<file path="src/rtl/lstt_pkg.sv">
// Shared constants for the low-speed tap timer: counter and tap geometry,
// channel count, bus widths and the register address map.
package lstt_pkg;
    localparam int CNT_W  = 15;               // divider length
    localparam int TAP_N  = 8;                // taps visible in the tap byte
    localparam int SEL_W  = $clog2(TAP_N);    // width of a tap-select field
    localparam int CH_N   = 3;                // interrupt channels
    localparam int ADDR_W = 3;
    localparam int DATA_W = 8;

    localparam logic [ADDR_W-1:0] A_TAPS = ADDR_W'(0);
    localparam logic [ADDR_W-1:0] A_SEL0 = ADDR_W'(1);
    localparam logic [ADDR_W-1:0] A_ENA  = ADDR_W'(1 + CH_N);
    localparam logic [ADDR_W-1:0] A_FLAG = ADDR_W'(2 + CH_N);
endpackage

</file>
<file path="src/rtl/lstt_divider.sv">
// Binary divider for the low-speed tick.
// Counts lsclk enable pulses. A clear request overrides counting.
// Exposes the top TAP_N counter bits as taps (bit TAP_N-1 = fastest) and a
// one-cycle falling-edge vector per tap, derived from a registered copy.
// Assumes: tick is already synchronous to clk; CNT_W >= TAP_N.
module lstt_divider #(
    parameter int CNT_W = lstt_pkg::CNT_W,
    parameter int TAP_N = lstt_pkg::TAP_N
) (
    input  logic             clk,
    input  logic             rst_n,
    input  logic             tick,
    input  logic             clr,
    output logic [TAP_N-1:0] taps,
    output logic [TAP_N-1:0] fall
);
    logic [CNT_W-1:0] cnt;
    logic [TAP_N-1:0] taps_q;

    // Counter: clear on request, else step once per tick.
    always_ff @(posedge clk) begin
        if (!rst_n)
            cnt <= '0;
        else if (clr)
            cnt <= '0;
        else if (tick)
            cnt <= cnt + CNT_W'(1);
    end

    // Tap byte: bit b follows counter bit CNT_W-1-b.
    for (genvar b = 0; b < TAP_N; b++) begin : g_tap
        assign taps[b] = cnt[CNT_W-1-b];
    end

    // Previous tap values, for edge detection.
    always_ff @(posedge clk) begin
        if (!rst_n)
            taps_q <= '0;
        else
            taps_q <= taps;
    end

    // A tap that was 1 and is now 0 has fallen (counting or clear alike).
    assign fall = taps_q & ~taps;


    cnt_step_chk: assert property (@(posedge clk) disable iff (!rst_n)
        (tick && !clr) |=> cnt == CNT_W'($past(cnt) + CNT_W'(1)));


    cnt_hold_chk: assert property (@(posedge clk) disable iff (!rst_n)
        (!tick && !clr) |=> $stable(cnt));


    cnt_clear_chk: assert property (@(posedge clk) disable iff (!rst_n)
        clr |=> (cnt == '0 && taps == '0));
endmodule

</file>
<file path="src/rtl/lstt_channel.sv">
// One interrupt channel: tap-select field, enable bit and request flag.
// The flag latches the falling edge of the selected tap on the next clock.
// Software may clear it by writing 0; a same-cycle edge wins over a clear.
// Assumes: fall is a per-tap one-cycle edge vector from the divider, so a
// select change never fabricates an edge.
module lstt_channel #(
    parameter int               TAP_N    = lstt_pkg::TAP_N,
    parameter int               SEL_W    = lstt_pkg::SEL_W,
    parameter logic [SEL_W-1:0] SEL_INIT = '0
) (
    input  logic             clk,
    input  logic             rst_n,
    input  logic [TAP_N-1:0] fall,
    input  logic             sel_wr,
    input  logic [SEL_W-1:0] sel_wdata,
    input  logic             ena_wr,
    input  logic             ena_wdata,
    input  logic             flag_wr,
    input  logic             flag_wdata,
    output logic [SEL_W-1:0] sel,
    output logic             ena,
    output logic             flag,
    output logic             irq
);
    logic fall_sel;

    // Edge on the currently selected tap.
    assign fall_sel = fall[sel];

    // Select field register.
    always_ff @(posedge clk) begin
        if (!rst_n)
            sel <= SEL_INIT;
        else if (sel_wr)
            sel <= sel_wdata;
    end

    // Enable bit register.
    always_ff @(posedge clk) begin
        if (!rst_n)
            ena <= 1'b0;
        else if (ena_wr)
            ena <= ena_wdata;
    end

    // Request flag: set by edge, cleared by writing 0, edge has priority.
    always_ff @(posedge clk) begin
        if (!rst_n)
            flag <= 1'b0;
        else if (fall_sel)
            flag <= 1'b1;
        else if (flag_wr && !flag_wdata)
            flag <= 1'b0;
    end

    // Interrupt line gated by enable.
    assign irq = flag & ena;


    flag_set_chk: assert property (@(posedge clk) disable iff (!rst_n)
        fall_sel |=> flag);


    flag_clear_chk: assert property (@(posedge clk) disable iff (!rst_n)
        (flag_wr && !flag_wdata && !fall_sel) |=> !flag);


    flag_cause_chk: assert property (@(posedge clk) disable iff (!rst_n)
        $rose(flag) |-> $past(fall_sel));
endmodule

</file>
<file path="src/rtl/lstt_bus.sv">
// Register access decode for the tap timer.
// Turns a write strobe and address into per-register write enables and
// multiplexes the read data. Read data is combinational; unused bits are 0.
// Assumes: at most one register address is active per cycle.
module lstt_bus #(
    parameter int TAP_N  = lstt_pkg::TAP_N,
    parameter int SEL_W  = lstt_pkg::SEL_W,
    parameter int CH_N   = lstt_pkg::CH_N,
    parameter int ADDR_W = lstt_pkg::ADDR_W,
    parameter int DATA_W = lstt_pkg::DATA_W
) (
    input  logic                  clk,
    input  logic                  rst_n,
    input  logic                  wr,
    input  logic [ADDR_W-1:0]     addr,
    input  logic [TAP_N-1:0]      taps,
    input  logic [CH_N*SEL_W-1:0] sel_all,
    input  logic [CH_N-1:0]       ena_all,
    input  logic [CH_N-1:0]       flag_all,
    output logic                  cnt_clr,
    output logic [CH_N-1:0]       sel_wr,
    output logic                  ena_wr,
    output logic                  flag_wr,
    output logic [DATA_W-1:0]     rdata
);
    import lstt_pkg::*;

    // Write enables for the divider and the shared enable/flag registers.
    assign cnt_clr = wr && (addr == A_TAPS);
    assign ena_wr  = wr && (addr == A_ENA);
    assign flag_wr = wr && (addr == A_FLAG);

    // Per-channel select write enables.
    for (genvar i = 0; i < CH_N; i++) begin : g_selwr
        assign sel_wr[i] = wr && (addr == ADDR_W'(int'(A_SEL0) + i));
    end

    // Read multiplexer.
    always_comb begin
        rdata = '0;
        if (addr == A_TAPS)
            rdata[TAP_N-1:0] = taps;
        else if (addr == A_ENA)
            rdata[CH_N-1:0] = ena_all;
        else if (addr == A_FLAG)
            rdata[CH_N-1:0] = flag_all;
        for (int i = 0; i < CH_N; i++) begin
            if (addr == ADDR_W'(int'(A_SEL0) + i))
                rdata[SEL_W-1:0] = sel_all[i*SEL_W +: SEL_W];
        end
    end


    sel_decode_chk: assert property (@(posedge clk) disable iff (!rst_n)
        $onehot0({sel_wr, ena_wr, flag_wr, cnt_clr}));
endmodule

</file>
<file path="src/rtl/lowspeed_tap_timer.sv">
// Low-speed tap timer top: divider, register decode and CH_N edge channels.
// Each channel watches the tap picked by its select field and requests an
// interrupt on that tap's falling edge; a divider clear counts as an edge.
// Assumes: single clock domain; the low-speed clock arrives as lsclk_en.
module lowspeed_tap_timer #(
    parameter int CNT_W  = lstt_pkg::CNT_W,
    parameter int TAP_N  = lstt_pkg::TAP_N,
    parameter int CH_N   = lstt_pkg::CH_N,
    parameter int ADDR_W = lstt_pkg::ADDR_W,
    parameter int DATA_W = lstt_pkg::DATA_W,
    parameter int SEL_W  = $clog2(TAP_N),
    parameter logic [CH_N*SEL_W-1:0] SEL_INIT = {3'd1, 3'd4, 3'd7}
) (
    input  logic              clk,
    input  logic              rst_n,
    input  logic              lsclk_en,
    input  logic              bus_wr,
    input  logic [ADDR_W-1:0] bus_addr,
    input  logic [DATA_W-1:0] bus_wdata,
    output logic [DATA_W-1:0] bus_rdata,
    output logic [CH_N-1:0]   irq
);
    logic [TAP_N-1:0]      taps;
    logic [TAP_N-1:0]      fall;
    logic                  cnt_clr;
    logic [CH_N-1:0]       sel_wr;
    logic                  ena_wr;
    logic                  flag_wr;
    logic [CH_N*SEL_W-1:0] sel_all;
    logic [CH_N-1:0]       ena_all;
    logic [CH_N-1:0]       flag_all;

    lstt_divider #(.CNT_W(CNT_W), .TAP_N(TAP_N)) u_div (
        .clk  (clk),
        .rst_n(rst_n),
        .tick (lsclk_en),
        .clr  (cnt_clr),
        .taps (taps),
        .fall (fall)
    );

    lstt_bus #(
        .TAP_N(TAP_N), .SEL_W(SEL_W), .CH_N(CH_N),
        .ADDR_W(ADDR_W), .DATA_W(DATA_W)
    ) u_bus (
        .clk     (clk),
        .rst_n   (rst_n),
        .wr      (bus_wr),
        .addr    (bus_addr),
        .taps    (taps),
        .sel_all (sel_all),
        .ena_all (ena_all),
        .flag_all(flag_all),
        .cnt_clr (cnt_clr),
        .sel_wr  (sel_wr),
        .ena_wr  (ena_wr),
        .flag_wr (flag_wr),
        .rdata   (bus_rdata)
    );

    for (genvar i = 0; i < CH_N; i++) begin : g_ch
        lstt_channel #(
            .TAP_N(TAP_N), .SEL_W(SEL_W),
            .SEL_INIT(SEL_INIT[i*SEL_W +: SEL_W])
        ) u_ch (
            .clk       (clk),
            .rst_n     (rst_n),
            .fall      (fall),
            .sel_wr    (sel_wr[i]),
            .sel_wdata (bus_wdata[SEL_W-1:0]),
            .ena_wr    (ena_wr),
            .ena_wdata (bus_wdata[i]),
            .flag_wr   (flag_wr),
            .flag_wdata(bus_wdata[i]),
            .sel       (sel_all[i*SEL_W +: SEL_W]),
            .ena       (ena_all[i]),
            .flag      (flag_all[i]),
            .irq       (irq[i])
        );
    end


    irq_gate_chk: assert property (@(posedge clk) disable iff (!rst_n)
        (ena_wr && bus_wdata[CH_N-1:0] == '0) |=> irq == '0);
endmodule

</file>
<file path="config.mk">
export PLATFORM = sky130hd
export DESIGN_NAME = lowspeed_tap_timer
export DESIGN_NICKNAME = d
export VERILOG_FILES = /design/src/rtl/lstt_pkg.sv /design/src/rtl/lstt_divider.sv /design/src/rtl/lstt_channel.sv /design/src/rtl/lstt_bus.sv /design/src/rtl/lowspeed_tap_timer.sv
export SDC_FILE = /design/constraint.sdc
export NUM_CORES = 1
export LEC_CHECK = 0
export ABC_CLOCK_PERIOD_IN_PS = 2000
export BUFFER_PORTS_ARGS = -buffer_cell sky130_fd_sc_hd__buf_2
export CAP_MARGIN = 0
export CORE_MARGIN = 2
export CORE_UTILIZATION = 40
export DETAILED_ROUTE_END_ITERATION = 10
export GPL_ROUTABILITY_DRIVEN = 0
export HOLD_SLACK_MARGIN = 0.08
export PLACE_DENSITY = 0.61
export SETUP_SLACK_MARGIN = 0.5
export SKIP_CTS_REPAIR_TIMING = 1
export SLEW_MARGIN = 20
export SYNTH_ARGS = -nofsm -noshare
export SYNTH_HDL_FRONTEND = slang
export SYNTH_HIERARCHICAL = 1
export SYNTH_SLANG_ARGS = --single-unit
export TNS_END_PERCENT = 50
</file>
<file path="constraint.sdc">
create_clock -name clk -period 2 [get_ports clk]
set_clock_uncertainty 0.2 [all_clocks]
set_input_delay 0.2 -clock clk [delete_from_list [all_inputs] [get_ports clk]]
set_output_delay 0.2 -clock clk [all_outputs]
set_load 0.03 [all_outputs]
</file>
==> results of run 1 <==
-- placed cells by master, fill, tap and decap left out, types with 3 or more instances in the layout --
master                          netlist  final
sky130_fd_sc_hd__a41oi_2              3      3
sky130_fd_sc_hd__mux2_2               6      6
sky130_fd_sc_hd__and2_1              16     14
sky130_fd_sc_hd__a21oi_1             10      8
sky130_fd_sc_hd__a211o_1              3      3
sky130_fd_sc_hd__nor2_1              13     13
sky130_fd_sc_hd__buf_2                4     13
sky130_fd_sc_hd__nand3_1              4      4
sky130_fd_sc_hd__dfxtp_1             38     15
sky130_fd_sc_hd__nand3b_1             3      3
sky130_fd_sc_hd__xor2_1               3      3
sky130_fd_sc_hd__dfxtp_2              0     11
sky130_fd_sc_hd__mux2i_1             24     24
sky130_fd_sc_hd__o21ai_2              0      3
sky130_fd_sc_hd__inv_1                7      7
sky130_fd_sc_hd__nand2b_1             7      7
sky130_fd_sc_hd__nand2_1             20     17
sky130_fd_sc_hd__o31ai_1              3      3
sky130_fd_sc_hd__o21ai_0              7      4
sky130_fd_sc_hd__buf_4                9     12
sky130_fd_sc_hd__dlygate4sd3_1        0      4
sky130_fd_sc_hd__nand4_1              3      3
sky130_fd_sc_hd__dfxtp_4              0     12
sky130_fd_sc_hd__buf_6                3      9
sky130_fd_sc_hd__nor4_4               0      3
sky130_fd_sc_hd__clkbuf_8             0      6
sky130_fd_sc_hd__nor2b_1              8      8
sky130_fd_sc_hd__or3_1                4      4
sky130_fd_sc_hd__mux4_2               0      3
-- report_power, final --
part           switching, W  internal [W]
combinational     0.0000842     0.0000629
clock              0.000276      0.000532
sequential        0.0000143      0.000753
total              0.000374       0.00135
-- synthesized netlist by cell type --
cell and count:
sky130_fd_sc_hd__a211o_1 3, sky130_fd_sc_hd__a21oi_1 10, sky130_fd_sc_hd__a41oi_2 3, sky130_fd_sc_hd__and2_1 16, sky130_fd_sc_hd__and2_2 1, sky130_fd_sc_hd__and2b_1 1
sky130_fd_sc_hd__and2b_2 1, sky130_fd_sc_hd__and3_1 1, sky130_fd_sc_hd__and3b_1 1, sky130_fd_sc_hd__buf_2 4, sky130_fd_sc_hd__buf_4 9, sky130_fd_sc_hd__buf_6 3
sky130_fd_sc_hd__clkbuf_1 1, sky130_fd_sc_hd__dfxtp_1 38, sky130_fd_sc_hd__ha_1 1, sky130_fd_sc_hd__inv_1 7, sky130_fd_sc_hd__inv_2 2, sky130_fd_sc_hd__mux2_2 6
sky130_fd_sc_hd__mux2i_1 24, sky130_fd_sc_hd__mux4_1 3, sky130_fd_sc_hd__nand2_1 20, sky130_fd_sc_hd__nand2b_1 7, sky130_fd_sc_hd__nand3_1 4, sky130_fd_sc_hd__nand3b_1 3
sky130_fd_sc_hd__nand4_1 3, sky130_fd_sc_hd__nand4_2 1, sky130_fd_sc_hd__nand4_4 1, sky130_fd_sc_hd__nor2_1 13, sky130_fd_sc_hd__nor2b_1 8, sky130_fd_sc_hd__nor3_1 2
sky130_fd_sc_hd__nor3b_1 4, sky130_fd_sc_hd__nor4_2 5, sky130_fd_sc_hd__o21ai_0 7, sky130_fd_sc_hd__o311ai_1 1, sky130_fd_sc_hd__o31ai_1 3, sky130_fd_sc_hd__o41ai_1 1
sky130_fd_sc_hd__or3_1 4, sky130_fd_sc_hd__or4_1 3, sky130_fd_sc_hd__xnor2_1 1, sky130_fd_sc_hd__xor2_1 3
-- tightest hold or removal path, delay by kind of cell --
kind            cells  cell delay, ns
simple gates        1            0.11
compound gates      1            0.07
buf+inv             1            0.17
-- registers in the layout, indices dropped and copies added, names as in the netlist --
register	count
g_ch.u_ch/flag	3
u_div/taps_q	8
u_div/cnt	15
g_ch.u_ch/ena	3
g_ch.u_ch/sel	9
-- area by class of cell --
type                       instances  area (sq um)  share of cell area [%]
clock buffer                       6          82.6                    3.02
tap                               70          87.6                    3.20
timing repair buffer              39           317                    11.6
sequential                        38           820                    30.0
clock inverter                     2          60.1                    2.20
multi-input combinational        165          1330                    48.8
inverter                           9          33.8                    1.24
-- path summary, 6_finish.rpt --
check                            from             endpoint  slack (ns)  cells past startpoint
setup / recovery        u_div/cnt[14]         bus_rdata[0]        0.31                      4
hold reg to reg   g_ch[0].u_ch/sel[0]  g_ch[0].u_ch/sel[0]        0.31                      2
setup reg to reg         u_div/cnt[7]    g_ch[0].u_ch/flag        0.41                      4
hold / removal               lsclk_en         u_div/cnt[8]         0.1                      3
-- logic make-up after synthesis --
logic type | Yosys count
xor+xnor | 4
flops | 38
compound gates | 28
simple gates | 99
fa+ha+maj | 1
buf+inv | 26
mux | 33
-- metrics by stage --
stage	instances	setup WS (ns)	util (%)	hold slack, ns
floorplan	229	0.494	-	0.0619
global placement	309	0.241	44.4	0.289
detailed placement	309	0.255	44.4	0.306
CTS	317	0.104	47.2	0.00262
global route	329	0.272	53.2	0.105
finish	329	0.312	53.2	0.0960
-- layer usage --
metal / part of all wire [%] / track usage [%]
met5: 0 / 0
met4: 2.1 / 5.89
met3: 4.7 / 4.19
met2: 46 / 26.3
met1: 47 / 20.9
==> results.txt, run 1 <==
----------------------------------------------------
[Logic synthesis]
  Dominant cells by area after synthesis ... sky130_fd_sc_hd__dfxtp_1, sky130_fd_sc_hd__mux2i_1, sky130_fd_sc_hd__and2_1, sky130_fd_sc_hd__mux4_1, sky130_fd_sc_hd__nand2_1
  Number of standard cells after synthesis ... roughly 230
  Number of flip-flops and latches in the synthesized netlist ... 38
  Post-synthesis simple-gate area fraction ... 27.9%
  Synthesized area ... 0.00216 sq mm
  XOR/XNOR Fraction of Synth Area ... under 10%
  Mapped Avg Cell Area ... around 9.4 sq um
  Post-synthesis mux area share ... 17.9%
  Compound-cell area share of the yosys netlist ... 9.29%
  Number of distinct library cells after synthesis ... 40
  Synth top area share ... 35.3%
  Cell type with the highest aggregate area in the netlist ... sky130_fd_sc_hd__dfxtp_1
  Post-synthesis adder-cell area fraction ... less than 1%
  Sequential area share after synthesis ... between 30% and 40%
  Yosys Warn Count ... 6
  Post-synth net total ... 245
  Dominant combinational cell family by area after synthesis ... simple AND/OR/NAND/NOR gates

[Clocking]
  Clock network latency to the later pin of the worst-skew pair ... 0.29 ns
  Clock root buffer master ... sky130_fd_sc_hd__clkbuf_8
  Reg clk slew, reported paths ... 0.08 ns
  Clock buffer depth ... 2
  Number of CTS-inserted buffers ... 5
  CTS Sinks ... 38
  CTS tree ... done
  Clock H-tree levels ... 2

[STA]
  Worst slew slack as a fraction of its limit ... 72.3%
  Worst-Margin Slew ... ~0.42 ns
  Fmax ... 592 MHz
  Tcrit/Tclk final ... a little over four fifths
  Post-layout minimum cycle time ... 1.69 ns
  Hold violation count in the final report ... 0
  Number of max-slew violations in the final report ... 0
  Endpoints failing setup ... 0
  Final TNS setup ... 0 ns
  Unrepaired setup endpoints after global routing ... true

[Setup path]
  Type of the worst setup path ... reg2out
  Element type at the critical path end ... primary output
  Library cell contributing the largest single delay on the critical path ... sky130_fd_sc_hd__dfxtp_1
  Combined buffer and inverter count along the critical path ... 1
  Required time of the worst setup path ... 1.60 ns
  List of cells traversed by the critical path ... nor3b_1, a21oi_1, o21ai_2, buf_6
  Delay of the slowest critical-path stage ... 0.42 ns
  CP Launch Type ... flip-flop
  Critical path data arrival time ... 1.29 ns
  CP top delay family ... flip-flops
  Critical path fanouts, max ... 5

[Die]
  Effective utilization at floorplan ... 41.9%
  Die width ... 77.4 microns
  CORE AREA ... 0.00514 sq mm
  Boundary pin count ... 26
  Die height ... 77.4 microns
  Total die area ... ~0.0060 sq mm
  Placement Rows ... 26

[GRT]
  Global router's overall resource usage ... 16.2%
  Pin count of the biggest net entering global routing ... 19
  First-pass GRT wire length ... approximately 7.6 mm
  GR Overflow Total ... 0
  Number of antenna violations at the first check in global routing ... 0
  Via count of the first global-routing pass ... ~1600

[Power]
  Total leakage power ... 1.08 nW
  Ratio of total power to cell area ... roughly 630 mW/mm^2
  Worst IR Drop VDD ... between 0.3 and 0.4 mV
  Power consumption ... 0.00172 W

[Drt]
  Vias per std cell ... between 5 and 6
  First-pass iteration count of the detailed router ... 4
  Antenna-violating nets left ... 0
  Total wirelength of the detailed-routed design ... 4.80 mm
  DR vias ... about 1700
  Average wire per cell in the routed design ... 14.6 microns
  Number of design-rule violations left by the first detailed-router iteration ... 98
  DRC Markers ... 0

[Finish]
  Post-route design area ... 0.00273 sq mm
  Number of antenna repair diodes ... 0
  Proportion of layout cells with a drive suffix above 1 ... about 40%
  Final layout net count ... 274
  Syn-to-layout area delta ... 26.8%
  Number of fill cells in the layout ... 504

[Worst hold path]
  Kind of path behind the tightest hold check ... in2reg

[Placed design]
  Detail Placement HPWL ... 3.24 mm
  Placed instance area ... around 0.0023 sq mm
  Port bufs ... 20

[Job]
  Count of max-cap constraint violations ... 0

[Run status]
  Status ... finished clean

----------------------------------------------------
Power figures use the tool's default switching activity.
==> run 2, diff against run 1 <==
ABC_CLOCK_PERIOD_IN_PS = 1500   (was 2000)
PLACE_DENSITY = 0.64   (was 0.61)
clock period = 1.5 ns   (was 2 ns; I/O delays follow)
==> run 2 against run 1 <==
Effect of this change:
- the run now ends with hold timing, setup timing left
- final area up 17%
- clock power down 19%
- global-route usage increased by 0.48 points
- critical path depth unchanged
- critical path type unchanged
- cell count grew 8.5%
- largest cell class unchanged
- total power up 13%
==> results.txt, run 2 (synthesized netlist as in run 1, its figures left out) <==
----------------------------------------------------
[Finish]
  Number of antenna repair diodes ... 0 (unchanged)
  Largest registers ... u_div/cnt: 15 flops, g_ch.u_ch/sel: 9 flops, u_div/taps_q: 8 flops
  Proportion of layout cells with a drive suffix above 1 ... 55.1% (+15 points)
  Syn-to-layout area delta ... 48.3%
  Register with the most flip-flops ... u_div/cnt
  Largest register FFs ... 15 (unchanged)
  Commonest cells after routing, fill and taps aside ... sky130_fd_sc_hd__buf_4, sky130_fd_sc_hd__mux2i_1, sky130_fd_sc_hd__buf_6
  Most frequent standard cell in the layout excluding fill and tap cells ... sky130_fd_sc_hd__buf_4
  Final layout net count ... 303 (+11%)

[Setup path]
  Delay of the slowest critical-path stage ... 0.32 ns (-0.10 ns)
  List of cells traversed by the critical path ... mux2_4, a21oi_4, o21ai_4, buf_6
  Length in cells of the worst reg-to-reg path ... 4 (unchanged)
  Combined buffer and inverter count along the critical path ... 1 (unchanged)
  Type of the worst setup path ... reg2out
  Setup slack, reg-to-reg ... -0.04 ns (-0.45 ns)
  Critical path data arrival time ... 1.27 ns (-0.02 ns)
  CP top delay family ... flip-flops
  Library cell contributing the largest single delay on the critical path ... sky130_fd_sc_hd__dfxtp_2
  CP Launch Type ... flip-flop
  Required time of the worst setup path ... 1.15 ns (-0.45 ns)
  Critical path fanouts, max ... 2 (-3)
  Element type at the critical path end ... primary output
  End of the worst register-to-register path ... g_ch[2].u_ch/flag
  Beginning of the worst register-to-register path ... u_div/cnt[7]

[STA]
  Worst-Margin Slew ... 0.328 ns (-0.0880 ns)
  Worst slew slack as a fraction of its limit ... 78.1% (+5.8 points)
  Unrepaired setup endpoints after global routing ... true
  Endpoints failing setup ... 8 (+8)
  Fmax ... 618 MHz
  Final TNS setup ... -0.402 ns (-0.402 ns)
  Min Hold Slack ... -0.0778 ns (-0.174 ns)
  Hold violation count in the final report ... 7 (+7)
  Number of max-slew violations in the final report ... 0 (unchanged)
  Post-layout minimum cycle time ... 1.62 ns
  Tcrit/Tclk final ... 108%
  Post-route setup slack ... -0.118 ns (-0.430 ns)

[Clocking]
  Clock network latency to the later pin of the worst-skew pair ... 0.28 ns (about the same)
  Clock H-tree levels ... 2 (unchanged)
  Clock root buffer master ... sky130_fd_sc_hd__clkbuf_8
  Clock buffer depth ... 2 (unchanged)
  CTS Sinks ... 38 (unchanged)
  CTS tree ... done
  Reg clk slew, reported paths ... 0.07 ns (about the same)
  Number of CTS-inserted buffers ... 5 (unchanged)

[GRT]
  Number of antenna violations at the first check in global routing ... 0 (unchanged)
  First-pass GRT wire length ... 7.97 mm (+4.2%)
  Pin count of the biggest net entering global routing ... 16 (-3)
  Global router's overall resource usage ... 16.7% (+0.48 points)
  Via count of the first global-routing pass ... 1671 (+6.9%)
  GR Overflow Total ... 0 (unchanged)

[Drt]
  Vias per std cell ... 5.15 (-0.94%)
  DRC Markers ... 0 (unchanged)
  First-pass iteration count of the detailed router ... 4 (unchanged)
  Antenna-violating nets left ... 0 (unchanged)
  Number of design-rule violations left by the first detailed-router iteration ... 41 (-58%)
  Average wire per cell in the routed design ... 15.5 microns (+6.1%)
  Total wirelength of the detailed-routed design ... 5.53 mm (+15%)
  DR vias ... 1838 (+7.5%)

[Placed design]
  Port bufs ... 20 (unchanged)
  Detail Placement HPWL ... 3.58 mm (+10%)
  Pre-CTS setup slack ... -0.0420 ns (-0.297 ns)

[Die]
  Total die area ... 0.00599 sq mm (unchanged)
  CORE AREA ... 0.00514 sq mm (unchanged)
  Effective utilization at floorplan ... 41.9% (unchanged)
  Die height ... 77.4 microns (unchanged)
  Die width ... 77.4 microns (unchanged)
  Placement Rows ... 26 (unchanged)
  Boundary pin count ... 26 (unchanged)

[Power]
  Worst IR Drop VDD ... 0.428 mV (+9.4%)
  Power consumption ... 0.00195 W (+13%)
  Ratio of total power to cell area ... 609 mW/mm^2 (-3.4%)
  Total leakage power ... 1.32 nW (+22%)

[Worst hold path]
  Endpoint, Worst Hold ... g_ch[0].u_ch/sel[1]
  Hold Path Cell Cnt ... 2 (-1)
  Kind of path behind the tightest hold check ... in2reg
  Hold Crit Start ... rst_n

[Run status]
  Failing checks ... hold timing, setup timing
  Status ... finished with violations

[Job]
  Count of max-cap constraint violations ... 0 (unchanged)

----------------------------------------------------
## run 2: final cells by class
type | count | area [sq um]
clock buffer | 7 | 76.3
fill | 453 | 1940
inverter | 9 | 33.8
multi-input combinational | 165 | 1500
sequential | 38 | 831
tap | 70 | 87.6
timing repair buffer | 68 | 664
## run 2: power by group
part           switching [W]  internal [W]  total [W]  leakage (nW)
clock network       0.000332      0.000320   0.000652        0.0383
logic               0.000140      0.000133   0.000273         0.959
registers          0.0000185       0.00100    0.00102         0.321
## run 2: metrics by stage
| step | hold slack, ns | std cells | area (sq um) | utilization [%] |
|---|---|---|---|---|
| after floorplan | 0.0119 | 229 | 2320 | - |
| after global placement | 0.216 | 330 | 2540 | 49.5 |
| after detailed placement | 0.218 | 330 | 2540 | 49.5 |
| after CTS | -0.0825 | 337 | 2620 | 51.0 |
| after global routing | -0.0666 | 357 | 3200 | 62.2 |
| final | -0.0778 | 357 | 3200 | 62.2 |
## run 2: how the worst max path moves through the flow
| stage | from | endpoint | depth (start not counted) |
|---|---|---|---|
| finish | g_ch[0].u_ch/ena | bus_rdata[0] | 4 |
| global route | g_ch[0].u_ch/ena | bus_rdata[0] | 4 |
| CTS | u_div/cnt[12] | bus_rdata[2] | 4 |
| detailed placement | bus_addr[1] | u_div/cnt[11] | 8 |
| global placement | bus_addr[0] | bus_rdata[0] | 5 |
| floorplan | u_div/cnt[7] | g_ch[1].u_ch/flag | 4 |
## run 2: metal layers
layer	track usage, %	share of wire, %
met3	3.84	3.1
met4	5.00	1.3
met5	0	0
met2	28.1	53
met1	21.3	43
## run 2: worst register-to-register path, delay by kind of cell, from the launching register on
| family | cells | cell delay, ns |
|---|---|---|
| compound gates | 1 | 0.08 |
| flops | 1 | 0.34 |
| mux | 1 | 0.49 |
| simple gates | 2 | 0.30 |
==> run 3, diff against run 2 <==
CAP_MARGIN = unset   (was 0)
GPL_TIMING_DRIVEN = 0   (was unset)
==> run 3 against run 2 <==
Effect of this change:
- setup slack lost 0.0067 ns
- critical endpoint is now bus_rdata[2]
- critical path type unchanged
- the flow still finishes with violations (hold timing, setup timing)
- die area stayed put
- sequential power about the same
- largest power group unchanged
==> results.txt, run 3 (synthesized netlist as in run 1, its figures left out) <==
----------------------------------------------------
[Run status]
  Status ... finished with violations
  Failing checks ... hold timing, setup timing

[Power]
  Proportion of power drawn by combinational gates ... 12.0% (-2.0 points)
  Ratio of total power to cell area ... 684 mW/mm^2 (+12%)
  Total leakage power ... 1.31 nW (-0.57%)
  Clock power share ... 41.5% (+8.0 points)
  Sequential Power Share ... 46.4% (-6.1 points)
  Power spent charging and discharging nets ... 0.000522 W (+6.4%)
  Switching Fraction ... 24.0% (-1.3 points)
  Worst IR Drop VDD ... 0.489 mV (+14%)
  Internal power of the cells ... 0.00166 W (+14%)

[Setup path]
  Library cell contributing the largest single delay on the critical path ... sky130_fd_sc_hd__dfxtp_4
  CP top delay family ... flip-flops
  Critical path fanouts, max ... 5 (+3)
  Depth of the critical timing path with buffers and inverters included ... 5 (+1)
  Required time of the worst setup path ... 1.15 ns (about the same)
  Critical path data arrival time ... 1.27 ns (about the same)
  List of cells traversed by the critical path ... buf_6, nor3b_4, a21oi_2, o21ai_2, buf_6
  Beginning of the worst register-to-register path ... u_div/cnt[7]
  Most frequent cell on the critical path ... sky130_fd_sc_hd__buf_6
  Element type at the critical path end ... primary output
  Launching instance or port of the critical path ... u_div/cnt[12]
  Capturing element of the worst setup path ... bus_rdata[2]
  Setup slack, reg-to-reg ... -0.06 ns (-0.02 ns)
  Length in cells of the worst reg-to-reg path ... 4 (unchanged)
  Type of the worst setup path ... reg2out
  CP Launch Type ... flip-flop
  End of the worst register-to-register path ... g_ch[2].u_ch/flag
  Combined buffer and inverter count along the critical path ... 2 (+1)
  Delay of the slowest critical-path stage ... 0.38 ns (+0.06 ns)

[Finish]
  Number of fill cells in the layout ... 470 (+3.8%)
  Sequential cell area ... 840 sq um (+1.1%)
  Final layout net count ... 293 (-3.3%)
  Proportion of layout cells with a drive suffix above 1 ... 54.0% (-1.1 points)
  Most frequent standard cell in the layout excluding fill and tap cells ... sky130_fd_sc_hd__mux2i_1
  Syn-to-layout area delta ... 47.9%
  Largest register FFs ... 15 (unchanged)
  Area occupied by multi-input gates ... 0.00150 sq mm (-0.58%)
  Commonest cells after routing, fill and taps aside ... sky130_fd_sc_hd__mux2i_1, sky130_fd_sc_hd__buf_4, sky130_fd_sc_hd__dfxtp_4, sky130_fd_sc_hd__buf_6, sky130_fd_sc_hd__nand2_1
  Largest registers ... u_div/cnt: 15 flops, g_ch.u_ch/sel: 9 flops, u_div/taps_q: 8 flops
  Non-filler instance count after layout ... 348 (-2.5%)
  Register with the most flip-flops ... u_div/cnt
  Number of antenna repair diodes ... 0 (unchanged)

[STA]
  Fmax ... 615 MHz (-0.41%)
  Worst-Margin Slew ... 0.400 ns (+0.0725 ns)
  Tcrit/Tclk final ... 108% (+0.44 points)
  Worst slew slack as a fraction of its limit ... 73.2% (-4.9 points)
  Endpoints failing setup ... 6 (-2)
  Min Hold Slack ... -0.0519 ns (+0.0259 ns)
  Unrepaired setup endpoints after global routing ... true
  Post-route setup slack ... -0.125 ns (-0.00667 ns)
  Post-layout minimum cycle time ... 1.62 ns (+0.00667 ns)
  Hold violation count in the final report ... 9 (+2)
  Number of max-slew violations in the final report ... 0 (unchanged)

[Clocking]
  Reg clk slew, reported paths ... 0.07 ns (about the same)
  CTS tree ... done
  Clock network latency to the later pin of the worst-skew pair ... 0.29 ns (about the same)
  Clock buffer depth ... 2 (unchanged)
  Clock H-tree levels ... 2 (unchanged)
  Number of CTS-inserted buffers ... 5 (unchanged)
  Clock root buffer master ... sky130_fd_sc_hd__clkbuf_8
  CTS Sinks ... 38 (unchanged)

[Drt]
  Average wire per cell in the routed design ... 15.4 microns (-0.70%)
  DRC Markers ... 0 (unchanged)
  Vias per std cell ... 5.17 (+0.47%)
  Number of design-rule violations left by the first detailed-router iteration ... 66 (+61%)
  Total wirelength of the detailed-routed design ... 5.35 mm (-3.2%)
  DR vias ... 1800 (-2.1%)
  First-pass iteration count of the detailed router ... 4 (unchanged)
  Antenna-violating nets left ... 0 (unchanged)

[GRT]
  GR Overflow Total ... 0 (unchanged)
  Pin count of the biggest net entering global routing ... 19 (+3)
  Number of antenna violations at the first check in global routing ... 0 (unchanged)
  Global router's overall resource usage ... 17.1% (+0.37 points)
  First-pass GRT wire length ... 8.13 mm (+2.0%)
  Via count of the first global-routing pass ... 1674 (+0.18%)

[Job]
  Count of max-cap constraint violations ... 0 (unchanged)

[Die]
  Placement Rows ... 26 (unchanged)
  Die width ... 77.4 microns (unchanged)
  Boundary pin count ... 26 (unchanged)
  Die height ... 77.4 microns (unchanged)
  CORE AREA ... 0.00514 sq mm (unchanged)
  Total die area ... 0.00599 sq mm (unchanged)
  Effective utilization at floorplan ... 41.9% (unchanged)

[Placed design]
  Detail Placement HPWL ... 3.43 mm (-4.1%)
  Pre-CTS setup slack ... -0.200 ns (-0.158 ns)
  Placed cell count ... 317 (-3.9%)
  Port bufs ... 18 (-10%)

[Worst hold path]
  Kind of path behind the tightest hold check ... in2reg

----------------------------------------------------
-- run 3: cell types whose count changed in the layout (fill, tap and decap cells not counted), moves of 3 or more --
cell,before,now
sky130_fd_sc_hd__buf_8,0,3
sky130_fd_sc_hd__dfxtp_1,10,13
sky130_fd_sc_hd__nor2_4,0,3
sky130_fd_sc_hd__buf_6,23,19
sky130_fd_sc_hd__nand2_1,17,14
sky130_fd_sc_hd__nand2_2,2,5
sky130_fd_sc_hd__dfxtp_2,14,6
sky130_fd_sc_hd__dfxtp_4,14,19
sky130_fd_sc_hd__buf_4,32,22
-- run 3: how the worst min path moves through the flow --
stage | start | to | cells past startpoint
4_1_cts | bus_wdata[2] | g_ch[1].u_ch/sel[2] | 3
3_3_place_gp | bus_wdata[2] | g_ch[1].u_ch/sel[2] | 3
6_report | bus_wdata[2] | g_ch[0].u_ch/sel[2] | 3
5_1_grt | bus_wdata[2] | g_ch[0].u_ch/sel[2] | 3
3_5_place_dp | bus_wdata[2] | g_ch[0].u_ch/sel[2] | 3
2_1_floorplan | rst_n | g_ch[0].u_ch/sel[0] | 1
-- run 3: worst register-to-register path: cells and delay by family, from the launching register on --
kind / cells / cell delay, ns
and+or+nand+nor: 2 / 0.30
DFF: 1 / 0.36
AOI/OAI and AO/OA: 1 / 0.07
muxes: 1 / 0.49
-- run 3: power groups by stage --
stage,clock [W],combinational [W],sequential (W)
after floorplan,0,0.000136,0.00106
after global placement,0,0.000190,0.00106
after detailed placement,0,0.000191,0.00106
after CTS,0.000929,0.000192,0.00104
after global routing,0.000985,0.000281,0.00101
final,0.000905,0.000263,0.00101
-- run 3: area by class of cell --
type | instances | area share, %
clock buffer | 7 | 2.71
multi-input combinational | 165 | 46.9
clock inverter | 1 | 0.942
sequential | 38 | 26.3
buffer | 17 | 6.83
timing repair buffer | 41 | 12.4
inverter | 9 | 1.14
tap | 70 | 2.75
-- run 3: per-layer routing --
layer | vias up | share of wire [%] | wire, microns | track usage (%)
met5 | - | 0 | 0 | 0
met4 | 0 | 1.1 | 57 | 2.68
met3 | 9 | 3.3 | 178 | 5.00
met2 | 35 | 50 | 2700 | 29.1
met1 | 861 | 45 | 2420 | 21.8
li1 | 895 | - | - | -
-- run 3: stage by stage --
step           total power [W]  util [%]  hold slack (ns)  setup TNS (ns)  instance area (sq um)
2_1_floorplan          0.00119         -           0.0119         -0.0147                   2320
3_3_place_gp           0.00125      48.7            0.248           -1.49                   2500
3_5_place_dp           0.00125      48.7            0.253           -1.71                   2500
5_1_grt                0.00228      62.0          -0.0497           -1.05                   3190
4_1_cts                0.00216      50.9          -0.0567           -1.31                   2620
6_report               0.00218      62.0          -0.0519          -0.516                   3190
